**src/rtl/wd_pkg.sv**
```systemverilog
// Package: shared constants for the keyed watchdog.
// Assumes a byte-wide register path and two register addresses.
package wd_pkg;
    localparam int DATA_W  = 8;
    localparam int KEY_W   = 4;
    localparam logic [KEY_W-1:0] STOP_KEY = 4'b1010;

    // Bit positions decoded by software.
    localparam int CTL_RESTART_BIT = 4;
    localparam int STAT_FLAG_BIT   = 0;
    localparam int STAT_MODE_BIT   = 1;

    typedef enum logic {
        REG_CTL  = 1'b0,
        REG_STAT = 1'b1
    } wd_reg_e;

    typedef enum logic {
        ACT_NMI   = 1'b0,
        ACT_RESET = 1'b1
    } wd_action_e;
endpackage

```
**src/rtl/wd_regs.sv**
```systemverilog
// Module: wd_regs
// The register file for the watchdog: a run/stop key, a self-clearing
// restart strobe, the mode bit and a sticky interrupt-timeout flag.
// Assumes that writes are single-cycle strobes and that reads are free of side effects.
module wd_regs
    import wd_pkg::*;
(
    input  logic              clk,
    input  logic              rst_n,
    input  logic              bus_wr,
    input  logic              bus_addr,
    input  logic [DATA_W-1:0] bus_wdata,
    input  logic              rd_addr,
    input  logic              expire,
    output logic [DATA_W-1:0] rd_data,
    output logic              restart,
    output logic              run,
    output wd_action_e        mode,
    output logic              nmi_flag
);
    logic [KEY_W-1:0] key_q;
    logic             ctl_wr;
    logic             stat_wr;
    logic             unused_wbits;

    assign ctl_wr  = bus_wr && (wd_reg_e'(bus_addr) == REG_CTL);
    assign stat_wr = bus_wr && (wd_reg_e'(bus_addr) == REG_STAT);
    assign restart = ctl_wr && bus_wdata[CTL_RESTART_BIT];
    assign run     = (key_q != STOP_KEY);
    assign unused_wbits = ^{bus_wdata[DATA_W-1:CTL_RESTART_BIT+1]};

    // Purpose: hold the run/stop key, which starts as the stop value.
    always_ff @(posedge clk) begin
        if (!rst_n)      key_q <= STOP_KEY;
        else if (ctl_wr) key_q <= bus_wdata[KEY_W-1:0];
    end

    // Purpose: hold the timeout action chosen by software.
    always_ff @(posedge clk) begin
        if (!rst_n)       mode <= ACT_NMI;
        else if (stat_wr) mode <= wd_action_e'(bus_wdata[STAT_MODE_BIT]);
    end

    // Purpose: sticky flag, set by an interrupt timeout and cleared only by a restart.
    always_ff @(posedge clk) begin
        if (!rst_n)                           nmi_flag <= 1'b0;
        else if (restart)                     nmi_flag <= 1'b0;
        else if (expire && mode == ACT_NMI)   nmi_flag <= 1'b1;
    end

    // Purpose: read multiplexer; the restart bit always reads as zero.
    always_comb begin
        rd_data = '0;
        if (wd_reg_e'(rd_addr) == REG_CTL) begin
            rd_data[KEY_W-1:0] = key_q;
        end else begin
            rd_data[STAT_FLAG_BIT] = nmi_flag;
            rd_data[STAT_MODE_BIT] = (mode == ACT_RESET);
        end
    end
endmodule

```
**src/rtl/wd_period_counter.sv**
```systemverilog
// Module: wd_period_counter
// Counts oscillator ticks while enabled and signals the last tick of each
// period. A restart clears the count and suppresses that cycle's timeout.
// Assumes TIMEOUT_TICKS >= 2.
module wd_period_counter #(
    parameter int unsigned TIMEOUT_TICKS = 131072,
    localparam int CNT_W = $clog2(TIMEOUT_TICKS)
) (
    input  logic             clk,
    input  logic             rst_n,
    input  logic             restart,
    input  logic             run,
    input  logic             osc_tick,
    input  logic             osc_run,
    output logic [CNT_W-1:0] count,
    output logic             expire
);
    localparam logic [CNT_W-1:0] LAST = CNT_W'(TIMEOUT_TICKS - 1);

    logic advance;
    logic at_last;

    assign advance = run && osc_tick && osc_run;
    assign at_last = (count == LAST);
    assign expire  = advance && at_last && !restart;

    // Purpose: advance, hold or clear the period count.
    always_ff @(posedge clk) begin
        if (!rst_n)       count <= '0;
        else if (restart) count <= '0;
        else if (advance) count <= at_last ? '0 : count + 1'b1;
    end
endmodule

```
**src/rtl/wd_action.sv**
```systemverilog
// Module: wd_action
// Turns a timeout into its output: a one-cycle interrupt pulse, or a
// reset request stretched to RST_HOLD cycles. Assumes RST_HOLD >= 1.
module wd_action
    import wd_pkg::*;
#(
    parameter int unsigned RST_HOLD = 4,
    localparam int HOLD_W = $clog2(RST_HOLD + 1)
) (
    input  logic       clk,
    input  logic       rst_n,
    input  logic       expire,
    input  wd_action_e mode,
    output logic       nmi_req,
    output logic       sys_rst_req
);
    logic [HOLD_W-1:0] hold_q;

    // Purpose: register the interrupt pulse for one cycle.
    always_ff @(posedge clk) begin
        if (!rst_n) nmi_req <= 1'b0;
        else        nmi_req <= expire && (mode == ACT_NMI);
    end

    // Purpose: load and count down the reset stretch.
    always_ff @(posedge clk) begin
        if (!rst_n)                             hold_q <= '0;
        else if (expire && mode == ACT_RESET)   hold_q <= HOLD_W'(RST_HOLD);
        else if (hold_q != '0)                  hold_q <= hold_q - 1'b1;
    end

    assign sys_rst_req = (hold_q != '0);
endmodule

```
**src/rtl/keyed_wdog.sv**
```systemverilog
// Module: keyed_wdog
// Top of the keyed watchdog. It connects the register file, the period counter
// and the timeout action stage. Assumes that osc_tick is synchronous to clk.
module keyed_wdog
    import wd_pkg::*;
#(
    parameter int unsigned TIMEOUT_TICKS = 131072,
    parameter int unsigned RST_HOLD      = 4
) (
    input  logic        clk,
    input  logic        rst_n,
    input  logic        osc_tick,
    input  logic        osc_run,
    input  logic        bus_wr,
    input  logic        bus_addr,
    input  logic [7:0]  bus_wdata,
    input  logic        rd_addr,
    output logic [7:0]  rd_data,
    output logic        nmi_req,
    output logic        sys_rst_req
);
    localparam int CNT_W = $clog2(TIMEOUT_TICKS);

    logic             restart;
    logic             run;
    logic             expire;
    logic             nmi_flag;
    wd_action_e       mode;
    logic [CNT_W-1:0] period_count;

    wd_regs u_regs (
        .clk       (clk),
        .rst_n     (rst_n),
        .bus_wr    (bus_wr),
        .bus_addr  (bus_addr),
        .bus_wdata (bus_wdata),
        .rd_addr   (rd_addr),
        .expire    (expire),
        .rd_data   (rd_data),
        .restart   (restart),
        .run       (run),
        .mode      (mode),
        .nmi_flag  (nmi_flag)
    );

    wd_period_counter #(.TIMEOUT_TICKS(TIMEOUT_TICKS)) u_cnt (
        .clk      (clk),
        .rst_n    (rst_n),
        .restart  (restart),
        .run      (run),
        .osc_tick (osc_tick),
        .osc_run  (osc_run),
        .count    (period_count),
        .expire   (expire)
    );

    wd_action #(.RST_HOLD(RST_HOLD)) u_act (
        .clk         (clk),
        .rst_n       (rst_n),
        .expire      (expire),
        .mode        (mode),
        .nmi_req     (nmi_req),
        .sys_rst_req (sys_rst_req)
    );
endmodule

```
**config.mk**
```make
export PLATFORM = sky130hd
export DESIGN_NAME = keyed_wdog
export DESIGN_NICKNAME = d
export VERILOG_FILES = /design/src/rtl/wd_pkg.sv /design/src/rtl/wd_regs.sv /design/src/rtl/wd_period_counter.sv /design/src/rtl/wd_action.sv /design/src/rtl/keyed_wdog.sv
export SDC_FILE = /design/constraint.sdc
export NUM_CORES = 1
export LEC_CHECK = 0
export BUFFER_PORTS_ARGS = -buffer_cell sky130_fd_sc_hd__clkbuf_2
export CORE_MARGIN = 2
export CORE_UTILIZATION = 58
export DETAILED_ROUTE_END_ITERATION = 10
export HOLD_SLACK_MARGIN = 0.05
export PLACE_DENSITY = 0.83
export RECOVER_POWER = 100
export SYNTH_ARGS = -nofsm -noshare
export SYNTH_HDL_FRONTEND = slang
export SYNTH_HIERARCHICAL = 1
export SYNTH_SLANG_ARGS = --single-unit
```
**constraint.sdc**
```tcl
create_clock -name clk -period 3.7 [get_ports clk]
set_input_delay 0 -clock clk [delete_from_list [all_inputs] [get_ports clk]]
set_output_delay 0 -clock clk [all_outputs]
set_load 0.01 [all_outputs]
```
* Word-level counts from Yosys, hierarchy flattened
Cells that the tools add are included.
** Word-level totals
- Flip-flop bits (word level) :: 27
- Latch bits :: 0
- Bits in writable memories :: 0
- ROM bits :: 0
- Bits of input ports :: 15
- Output and inout bits :: 10
- Word-level logic and storage cells :: 33
- Memories kept :: 0
** Operators by class
- Add/sub/neg operators :: 2
- Multipliers :: 0
- Div/mod/pow operators :: 0
- Order comparisons :: 0
- Equality and inequality tests :: 2
- Shift-type cells :: 0
- Muxes and demuxes :: 5
- Bitwise logic cells :: 3
- Reductions and logical operators :: 14
** Operators by type and width (number)
- $add 17x1->17 const B :: 1
- $eq 17x17->1 const B :: 1
- $mux 17 :: 1
- $logic_and 1x1->1 :: 9
- $mux 3 :: 2
- $mux 2 :: 2
- $ne 4x4->1 const B :: 1
- $reduce_or 2->1 :: 2
- $not 1->1 :: 3
- $reduce_bool 3->1 :: 1
- $sub 3x1->3 const B :: 1
- $reduce_bool 2->1 :: 1
- $logic_not 1->1 :: 1

* Longest topological paths before layout
Gate-level depths: netlist of the first run.
- Word-level depth :: 7
- Depth in mapped cells :: 8
- Gate-level depth less buffers :: 8

* Hierarchy
Netlist of the first run, hierarchy kept.
** Modules (own cells, without submodules)
- wd_period_counter :: instances 1, cells an instance 95, area each 818.3 µm², sequential area each 340.3 µm²
- wd_regs :: instances 1, cells an instance 34, area each 331.6 µm², sequential area each 120.1 µm²
- wd_action :: instances 1, cells an instance 20, area each 198.9 µm², sequential area each 80.1 µm²

* Worst setup path after synthesis of the first run
Ideal clock, no wire load.
- Path kind :: reg-to-reg
- From :: reg u_cnt.count[9]
- To :: reg u_cnt.count[10]
- Library setup time :: 128 ps
- Arrival time :: 1788 ps
- Required time :: 3572 ps
- Setup slack :: 1784 ps
- Cell stages (with the launch flop) :: 8
- Clock period less this slack :: 1916 ps
- Path through :: dfxtp_1 > and4_1 > nand4_1 > nor4_1 > ha_1 > a21o_1 > buf_1 > nor2_1
** On the way
- Longest elaborated chain between the ends :: 2
- Elaborated cells on any way between the ends :: 3
** RTL lines
- start, declared :: RTL line wd_period_counter.sv:15 : output logic [CNT_W-1:0] count,
- start signal, assigned :: RTL line wd_period_counter.sv:31 : else if (advance) count <= at_last ? '0 : count + 1'b1;
- $add 17x1->17 or $eq 17x17->1 (tied branches) :: RTL line wd_period_counter.sv:31, wd_period_counter.sv:24
- $mux 17 (*) :: RTL line wd_period_counter.sv:31
Every way passes the cells marked *; elsewhere a longest branch is shown, timed or not.
A chain may end at the register's enable or synchronous reset.

* Worst setup path after layout of the first run
- From :: reg u_cnt.count[9]
- To :: reg u_regs.nmi_flag
** On the way
- Longest elaborated chain between the ends :: 4
** RTL lines
- $eq 17x17->1 :: RTL line wd_period_counter.sv:24 : assign at_last = (count == LAST);
- $logic_and 1x1->1 (2 in series) :: RTL line wd_period_counter.sv:25 : assign expire = advance && at_last && !restart;
- via expire :: RTL line keyed_wdog.sv:26 : logic expire;
- $logic_and 1x1->1 :: RTL line wd_regs.sv:48 : else if (expire && mode == ACT_NMI) nmi_flag <= 1'b1;
- end signal, assigned :: RTL line wd_regs.sv:46 : if (!rst_n) nmi_flag <= 1'b0;
- end signal, assigned :: RTL line wd_regs.sv:47 : else if (restart) nmi_flag <= 1'b0;
- end signal, assigned :: RTL line wd_regs.sv:48
- end, declared :: RTL line wd_regs.sv:19 : output logic nmi_flag
The timed path passes the listed nets, and every way through them passes these cells.

==> impl_metrics.ini, run 1 <==
[setup_path]
r2r_cells = 9
path_cells = and4_1 > nand4_1 > nor4_1 > ha_1 > nor3b_1 > nor2b_1 > o21ai_0 > nor2_2 > dlygate4sd3_1
r2r-end = u_regs/nmi_flag
start_kind = register
r2r_start = u_cnt/count[9]
crit_path_max_fanout = 6
cp-end-kind = register
crit_required_ns = 3.97
slowest_delay_ns = 0.57
worstSetupPathType = register to register
crit_family = simple AND/OR/NAND/NOR gates
regToRegSetupSlack_ns = 0.71
crit_slowest_cell = dlygate4sd3_1
crit_arrival_ns = 3.26
path_buf_inv = 1

[floorplanning]
num_io_pins = 25
num_rows = 17
dieHeight_um = 52.2
die-area_mm2 = 0.00273
chipWidth_um = 52.2
start_util_pct = 61.0
core-area_mm2 = 0.00221

[grt]
grt-ovfl-total = 0
grtUsageTotal_pct = 25.4
grt_pass1_wl_um = 5010
grt_pass1_vias = 1151
grt_start_max_net_pins = 16
antenna_found_initial = 0

[cts]
clk_pin_slew_ns = 0.14
clk_path_buf_depth = 2
cts-root-buf = clkbuf_4
numCtsBuffers = 3
cts_tree = yes
cts_repair_resize_count = 0
clock_sinks = 27
htreeDepth = 1
insertion_delay_ns = 0.32

[min_path]
min_to = u_cnt/count[1]
min_path_type = input pin to register
hold_start = osc_tick
holdPathStages = 4

[routing]
drc = 0
vias_per_cell = 5.45
routed_wl_um = 2960
vias = 1129
drtAntennaViolNets = 0
wl_met3_um = 103
drt_iter0_markers = 19
top_layer = met4
met2_wirelength_um = 1540
post_drt_wl_per_cell_um = 14.3
drtPass1Iterations = 4
drt-met1-wl_um = 1230

[power]
swShare_pct = 27.6
totalPowerFinal_uw = 548
power_density_mw_per_mm2 = 348
comb_power_share_pct = 20.3
vdd_drop_max_v = 0.000352
pwr-share-clk_pct = 23.0
p_sw_uw = 151
pwr-share-seq_pct = 56.7
p_leak_nw = 0.615
p_int_uw = 397

[sta]
fin_crit_ns = 2.99
setup_viol = 0
finalSetupTns_ns = 0
tightest_slew_ns = 0.547
rsz0062_at_grt = false
fin_skew_ns = 0.00542
max_freq_ghz = 0.334
period_share_pct = 80.8
hold_viol = 0
drv_slew = 0
slew_headroom_pct = 63.5
fin_ws_ns = 0.709

[synth]
synth.most_common_cell = dfxtp_1
synth_top_cell_area_share_pct = 40.1
yosysUniqueCellTypes = 39
synthTopCellsByCount = dfxtp_1, nand2_1, nor2_1
syn_area_mm2 = 0.00135
ys_seq_area_share_pct = 40.1
ys.flop_type = dfxtp_1
async_reset_ff_share_pct = 0
synth_largest_area_cell = dfxtp_1
synth_edf_count = 0
syn_inst = 149
ys_ff_latch = 27
ys_warn_count = 6
synthTopCellsByArea = dfxtp_1, ha_1, nand2_1
avgSynthCellArea_um2 = 9.05

[final_layout]
area_growth_pct = 16.5
drive_gt1_share_pct = 10.6
seqCellArea_um2 = 541
multi_input_comb_area_um2 = 726
final_cell_area_mm2 = 0.00157
fillers = 174
nets = 201
diodes = 0

[status]
run_status = finished clean

[place]
place_ws_ns = 1.45
placed_area_mm2 = 0.00143
hpwl_um = 1810
port_buffers = 17
place.gp.congestion = 0.782

[job]
cap_violations = 0
timing repair:
action                                 in CTS  in global routing
hold buffers                               14                  0
setup buffers                               0                  0
endpoints found under the hold margin       9                  0
how the worst max path moves through the flow:
stage,endpoint,cells past startpoint,from,slack [ns]
floorplan,u_cnt/count[10],7,u_cnt/count[9],1.78
global placement,u_act/hold_q[0],7,u_cnt/count[9],1.53
detailed placement,u_regs/nmi_flag,8,u_cnt/count[9],1.45
CTS,u_regs/nmi_flag,9,u_cnt/count[9],0.80
global route,u_regs/nmi_flag,9,u_cnt/count[9],0.48
finish,u_regs/nmi_flag,9,u_cnt/count[9],0.71
flip-flops by register name, summed over array words and instances (netlist names):
register,flops
u_act/hold_q,3
u_act/nmi_req,1
u_cnt/count,17
u_regs/key_q,4
u_regs/mode,1
u_regs/nmi_flag,1
cell families (layout without fill, tap and decap cells):
logic type / after synthesis / count (layout) / synth area share (%)
xor gates and xnor gates: 9 / 9 / 5.84
adders and majority gates: 6 / 6 / 5.57
other: 1 / 4 / 0.278
and+or+nand+nor: 64 / 64 / 27.7
DFF: 27 / 27 / 40.1
buffers and inverters: 15 / 42 / 5.94
muxes: 7 / 7 / 5.38
AOI/OAI and AO/OA: 20 / 20 / 9.18
through the flow:
step / hold WS, ns / utilization (%) / std cells
CTS: 0.165 / 72.1 / 207
finish: 0.163 / 71.0 / 207
global route: 0.180 / 71.0 / 207
floorplan: 0.0464 / - / 152
detailed placement: 0.238 / 64.5 / 189
global placement: 0.219 / 64.5 / 189
worst min-delay path, delay by kind of cell:
kind / cells / cell delay [ns]
AOI/OAI and AO/OA: 1 / 0.05
and+or+nand+nor: 2 / 0.31
buffers and inverters: 1 / 0.10
power by group through the flow:
stage	sequential, mW	combinational, mW	clock, mW
after floorplan	0.315	0.0766	0
after global placement	0.316	0.0951	0
after detailed placement	0.317	0.100	0
after CTS	0.310	0.111	0.128
after global routing	0.312	0.124	0.142
final	0.311	0.111	0.126
area by class of cell:
class	count	share of cell area, %
clock buffer	3	1.43
clock inverter	1	0.318
inverter	7	1.67
multi-input combinational	110	46.2
sequential	27	34.4
tap	28	2.23
timing repair buffer	31	13.8
metal layers:
metal | up-vias | global-route usage (%)
li1 | 572 | -
met1 | 520 | 26.8
met2 | 29 | 46.4
met3 | 8 | 6.29
met4 | 0 | 12.8
met5 | - | 0
placed cells by master (no fill, tap or decap), drive strengths merged, types with 3 or more instances in the layout:
cell type | Yosys | routed
a21oi | 8 | 8
clkbuf | 1 | 20
conb | 1 | 4
dfxtp | 27 | 27
dlygate4sd3 | 0 | 14
ha | 6 | 6
inv | 7 | 7
mux2i | 5 | 5
nand2 | 14 | 14
nand3 | 5 | 5
nand4 | 6 | 6
nor2 | 10 | 10
nor2b | 6 | 6
nor4 | 4 | 4
o21ai | 7 | 7
or3 | 7 | 7
xnor2 | 6 | 6
xor2 | 3 | 3
No activity file was read; power rests on OpenSTA's default activity.
==> run 2: changes to the inputs <==
--- a/config.mk
+++ b/config.mk
@@ -7,10 +7,10 @@
 export LEC_CHECK = 0
 export BUFFER_PORTS_ARGS = -buffer_cell sky130_fd_sc_hd__clkbuf_2
 export CORE_MARGIN = 2
-export CORE_UTILIZATION = 58
+export CORE_UTILIZATION = 49
 export DETAILED_ROUTE_END_ITERATION = 10
 export HOLD_SLACK_MARGIN = 0.05
-export PLACE_DENSITY = 0.83
+export PLACE_DENSITY = 0.75
 export RECOVER_POWER = 100
 export SYNTH_ARGS = -nofsm -noshare
 export SYNTH_HDL_FRONTEND = slang
==> constraint.sdc (replaced) <==
create_clock -name clk -period 2.4 [get_ports clk]
set_input_delay 0 -clock clk [delete_from_list [all_inputs] [get_ports clk]]
set_output_delay 0 -clock clk [all_outputs]
set_load 0.01 [all_outputs]
==> run 2 against run 1 <==
Combinational power rose by 49%; register-to-register slack got worse by 0.43 ns; cell count fell by 0.48%.
==> impl_metrics.ini, run 2 (same netlist as run 1, synthesis figures left out) <==
[status]
run_status = finished clean

[floorplanning]
dieHeight_um = 56.5
core-area_mm2 = 0.00269
die-area_mm2 = 0.00319
chipWidth_um = 56.5
num_rows = 19
num_io_pins = 25
start_util_pct = 50.2

[sta]
holdWs_ns = 0.0740
fin_ws_ns = 0.276
rsz0062_at_grt = false
drv_slew = 0
finalSetupTns_ns = 0
max_freq_ghz = 0.471
fin_crit_ns = 2.12
period_share_pct = 88.5
setup_viol = 0
hold_viol = 0
fin_skew_ns = 0.0128

[grt]
grt_pass1_wl_um = 4240
grt-ovfl-total = 0
antenna_found_initial = 0
grt_pass1_vias = 1087
grtUsageTotal_pct = 16.4
grt_start_max_net_pins = 15

[place]
port_buffers = 17
place.gp.congestion = 0.752
place_ws_ns = 0.167
place_inst = 193
hpwl_um = 1750

[cts]
clk_pin_slew_ns = 0.15
insertion_delay_ns = 0.32
clock_sinks = 27
cts-root-buf = clkbuf_4
numCtsBuffers = 3
cts_tree = yes
htreeDepth = 1
clk_path_buf_depth = 2

[power]
power_density_mw_per_mm2 = 543
p_leak_nw = 0.579
vdd_drop_max_v = 0.000383

[final_layout]
nets = 197
area_growth_pct = 14.3
final_common_cell = dfxtp_1
drive_gt1_share_pct = 12.6
largest_reg_flops = 17
reg_top3 = u_cnt/count (17), u_regs/key_q (4), u_act/hold_q (3)
fillers = 250
multi_input_comb_area_um2 = 736
regMostFlops = u_cnt/count
layout_common_cells = dfxtp_1, nand2_1, clkbuf_2
instances_no_fill = 206
seqCellArea_um2 = 541
diodes = 0

[setup_path]
crit_slowest_cell = or4_1
path_cells = nand4_1 > or4_1 > or3_1 > a221oi_2
crit_required_ns = 2.66
crit_path_max_fanout = 8
crit_arrival_ns = 2.38
worstSetupPathType = register to register
start_kind = register
cp-end-kind = register
slowest_delay_ns = 0.72

[routing]
drtAntennaViolNets = 0
drc = 0
drt_iter0_markers = 13
post_drt_wl_per_cell_um = 11.9
vias_per_cell = 5.27
vias = 1085
routed_wl_um = 2440
drtPass1Iterations = 4

[min_path]
min_path_type = input pin to register

[job]
cap_violations = 0
## run 2: worst max-delay path: cells and delay by family, from the launching register on
kind	cells	cell delay (ns)
compound gates	1	0.23
simple gates	3	1.38
flops	1	0.45
## run 2: layer usage
layer / GRT usage [%] / vias to the layer above / part of all wire [%]
li1: - / 562 / -
met1: 18.9 / 509 / 46
met2: 29.6 / 14 / 51
met3: 4.15 / 0 / 2.5
met4: 5.10 / 0 / 0
met5: 0 / - / 0
## run 2: path summary, 6_finish.rpt
| path | cells past startpoint | slack, ns | start | endpoint |
|---|---|---|---|---|
| hold reg to reg | 2 | 0.50 | u_cnt/count[14] | u_cnt/count[14] |
| hold / removal | 4 | 0.07 | bus_addr | u_regs/key_q[1] |
| setup reg to reg | 4 | 0.28 | u_cnt/count[2] | u_cnt/count[15] |
| setup / recovery | 4 | 0.28 | u_cnt/count[2] | u_cnt/count[15] |
## run 2: area by class of cell
| type | instances | share of cell area (%) |
|---|---|---|
| Multi-Input combinational cell | 110 | 47.7 |
| Sequential cell | 27 | 35.1 |
| Timing Repair Buffer | 27 | 11.3 |
| Tap cell | 31 | 2.52 |
| Clock buffer | 4 | 1.70 |
| Inverter | 7 | 1.70 |
## run 2: metrics by stage
stage	total power, mW	util, %	area (µm²)
global route	0.883	57.4	1540
finish	0.837	57.4	1540
detailed placement	0.643	53.5	1440
CTS	0.851	57.8	1550
global placement	0.634	53.5	1440
floorplan	0.603	-	1360
## run 2: repair_timing
| item | 4_1_cts | 5_1_grt |
|---|---|---|
| endpoints found under the hold margin | 9 | 0 |
| gates resized for setup | 0 | 2 |
| setup endpoints to repair | 0 | 15 |
| hold buffers | 9 | 0 |
| setup buffers | 0 | 0 |
## run 2: where the power goes
group / switching (mW) / total (mW) / internal [mW] / leakage (nW)
combinational: 0.0847 / 0.165 / 0.0799 / 0.345
sequential: 0.0111 / 0.478 / 0.467 / 0.219
clock: 0.129 / 0.194 / 0.0651 / 0.0150
total: 0.225 / 0.837 / 0.612 / 0.579
==> run 3: changes to the inputs <==
--- a/config.mk
+++ b/config.mk
@@ -6,11 +6,14 @@
 export NUM_CORES = 1
 export LEC_CHECK = 0
 export BUFFER_PORTS_ARGS = -buffer_cell sky130_fd_sc_hd__clkbuf_2
+export CELL_PAD_IN_SITES_DETAIL_PLACEMENT = 2
+export CELL_PAD_IN_SITES_GLOBAL_PLACEMENT = 2
 export CORE_MARGIN = 2
-export CORE_UTILIZATION = 49
+export CORE_UTILIZATION = 31
+export CTS_BUF_LIST = sky130_fd_sc_hd__clkbuf_8
 export DETAILED_ROUTE_END_ITERATION = 10
 export HOLD_SLACK_MARGIN = 0.05
-export PLACE_DENSITY = 0.75
+export PLACE_DENSITY_LB_ADDON = 0.1
 export RECOVER_POWER = 100
 export SYNTH_ARGS = -nofsm -noshare
 export SYNTH_HDL_FRONTEND = slang
==> run 3 against run 2 <==
First-iteration DRC count increased by 23%; sequential cell count stayed put; worst hold slack improved by 0.00084 ns; worst setup slack worse by 0.0077 ns; final area rose by 4.5%; highest routed layer is now met4; wire length rose by 33%; maximum frequency fell by 0.36%; utilization is 18 points lower; global-route usage shrank 2.2 points.
==> impl_metrics.ini, run 3 (same netlist as run 1, synthesis figures left out) <==
[status]
run_status = finished clean

[sta]
tightest_slew_ns = 0.553
finalSetupTns_ns = 0
rsz0062_at_grt = false
period_share_pct = 88.8
slew_headroom_pct = 63.0
holdWs_ns = 0.0749
fin_skew_ns = 0.00315
drv_slew = 0
fin_ws_ns = 0.269
fin_crit_ns = 2.13
hold_viol = 0
setup_viol = 0
max_freq_ghz = 0.469

[power]
vdd_drop_max_v = 0.000259
p_leak_nw = 0.622
power_density_mw_per_mm2 = 561

[setup_path]
start_kind = register
path_cells = and4_1 > nand4_1 > nor4_4 > ha_1 > a21o_1 > clkbuf_2 > nor2_1
worstSetupPathType = register to register
crit_required_ns = 2.56
worstSetupPathDepth = 7
crit_path_max_fanout = 14
crit_slowest_cell = dfxtp_1
r2r_start = u_cnt/count[9]
crit_arrival_ns = 2.29
crit_family = simple AND/OR/NAND/NOR gates
r2r-end = u_cnt/count[2]
cp-end-kind = register
crit_start = u_cnt/count[9]
path_buf_inv = 1
slowest_delay_ns = 0.41
r2r_cells = 7
regToRegSetupSlack_ns = 0.27
cp-endpoint = u_cnt/count[2]

[final_layout]
drive_gt1_share_pct = 14.0
final_common_cell = dfxtp_1
instances_no_fill = 228
largest_reg_flops = 17
fin_util_pct = 39.4
layout_common_cells = dfxtp_1, nand2_1, clkbuf_2
reg_top3 = u_cnt/count (17), u_regs/key_q (4), u_act/hold_q (3)
diodes = 0
area_growth_pct = 19.5
regMostFlops = u_cnt/count
nets = 200

[grt]
globalRouteMet2Util_pct = 26.9
grt_pass1_wl_um = 5640
grtUsageTotal_pct = 14.2
grt_use_met1_pct = 16.0
use_met3_pct = 2.16
grt_pass1_vias = 1235
grt-ovfl-total = 0
grt_start_max_net_pins = 15
busiest_layer = met2
antenna_found_initial = 0

[place]
place_inst = 215
place.gp.congestion = 0.653
port_buffers = 17
hpwl_um = 2400
place_ws_ns = 0.0109

[floorplanning]
num_io_pins = 25
dieHeight_um = 70.0
die-area_mm2 = 0.00489
core-area_mm2 = 0.00409
start_util_pct = 33.0
chipWidth_um = 70.0
num_rows = 23

[cts]
insertion_delay_ns = 0.27
clk_path_buf_depth = 2
clock_sinks = 27
cts-root-buf = clkbuf_8
numCtsBuffers = 3
post_cts_buffers = 0
htreeDepth = 1
cts_tree = yes
clk_pin_slew_ns = 0.09

[routing]
vias = 1136
drtAntennaViolNets = 0
drtPass1Iterations = 4
routed_wl_um = 3250
post_drt_wl_per_cell_um = 14.3
vias_per_cell = 4.98
drc = 0
drt_iter0_markers = 16

[job]
cap_violations = 0

[min_path]
min_path_type = input pin to register
## run 3: worst reg2reg max path, delay by kind of cell, from the launching register on
family / cells / cell delay (ns)
AOI/OAI and AO/OA: 1 / 0.13
adders and majority gates: 1 / 0.23
buffers and inverters: 1 / 0.29
DFF: 1 / 0.41
and+or+nand+nor: 4 / 0.96
## run 3: layout make-up
type / count / area, µm²
sequential: 27 / 541
inverter: 7 / 26.3
clock buffer: 3 / 41.3
fill: 465 / 2470
multi-input combinational: 110 / 743
clock inverter: 1 / 3.75
tap: 50 / 62.6
timing repair buffer: 30 / 194
## run 3: power by group
| group | internal, mW | total (mW) | leakage (nW) | switching (mW) |
|---|---|---|---|---|
| logic | 0.0804 | 0.169 | 0.376 | 0.0887 |
| clock network | 0.115 | 0.257 | 0.0269 | 0.142 |
| registers | 0.466 | 0.479 | 0.219 | 0.0125 |
| total | 0.661 | 0.905 | 0.622 | 0.244 |
## run 3: worst min-delay path by stage
stage / start / slack, ns / cells past startpoint / end
final: bus_addr / 0.07 / 4 / u_regs/mode
after global routing: bus_addr / 0.08 / 4 / u_regs/mode
after CTS: bus_addr / 0.07 / 4 / u_regs/mode
after detailed placement: bus_wdata[3] / 0.23 / 3 / u_regs/key_q[3]
after global placement: bus_wdata[3] / 0.22 / 3 / u_regs/key_q[3]
after floorplan: rd_addr / 0.05 / 1 / rd_data[2]
## run 3: through the flow
stage / power (mW) / instance area (µm²)
2_1_floorplan: 0.603 / 1360
3_3_place_gp: 0.641 / 1480
3_5_place_dp: 0.657 / 1480
4_1_cts: 0.930 / 1630
5_1_grt: 0.965 / 1610
6_report: 0.905 / 1610
## run 3: repair_timing
item                                    CTS  global route
endpoints found under the hold margin     6             0
endpoints found under the setup margin    1             4
gates resized for setup                   1             2
hold buffers                              9             0
## run 3: per-layer routing
layer	wire length (µm)	vias up
met3	71	2
met1	1410	552
met4	24	0
met5	0	-
met2	1750	15
li1	-	567
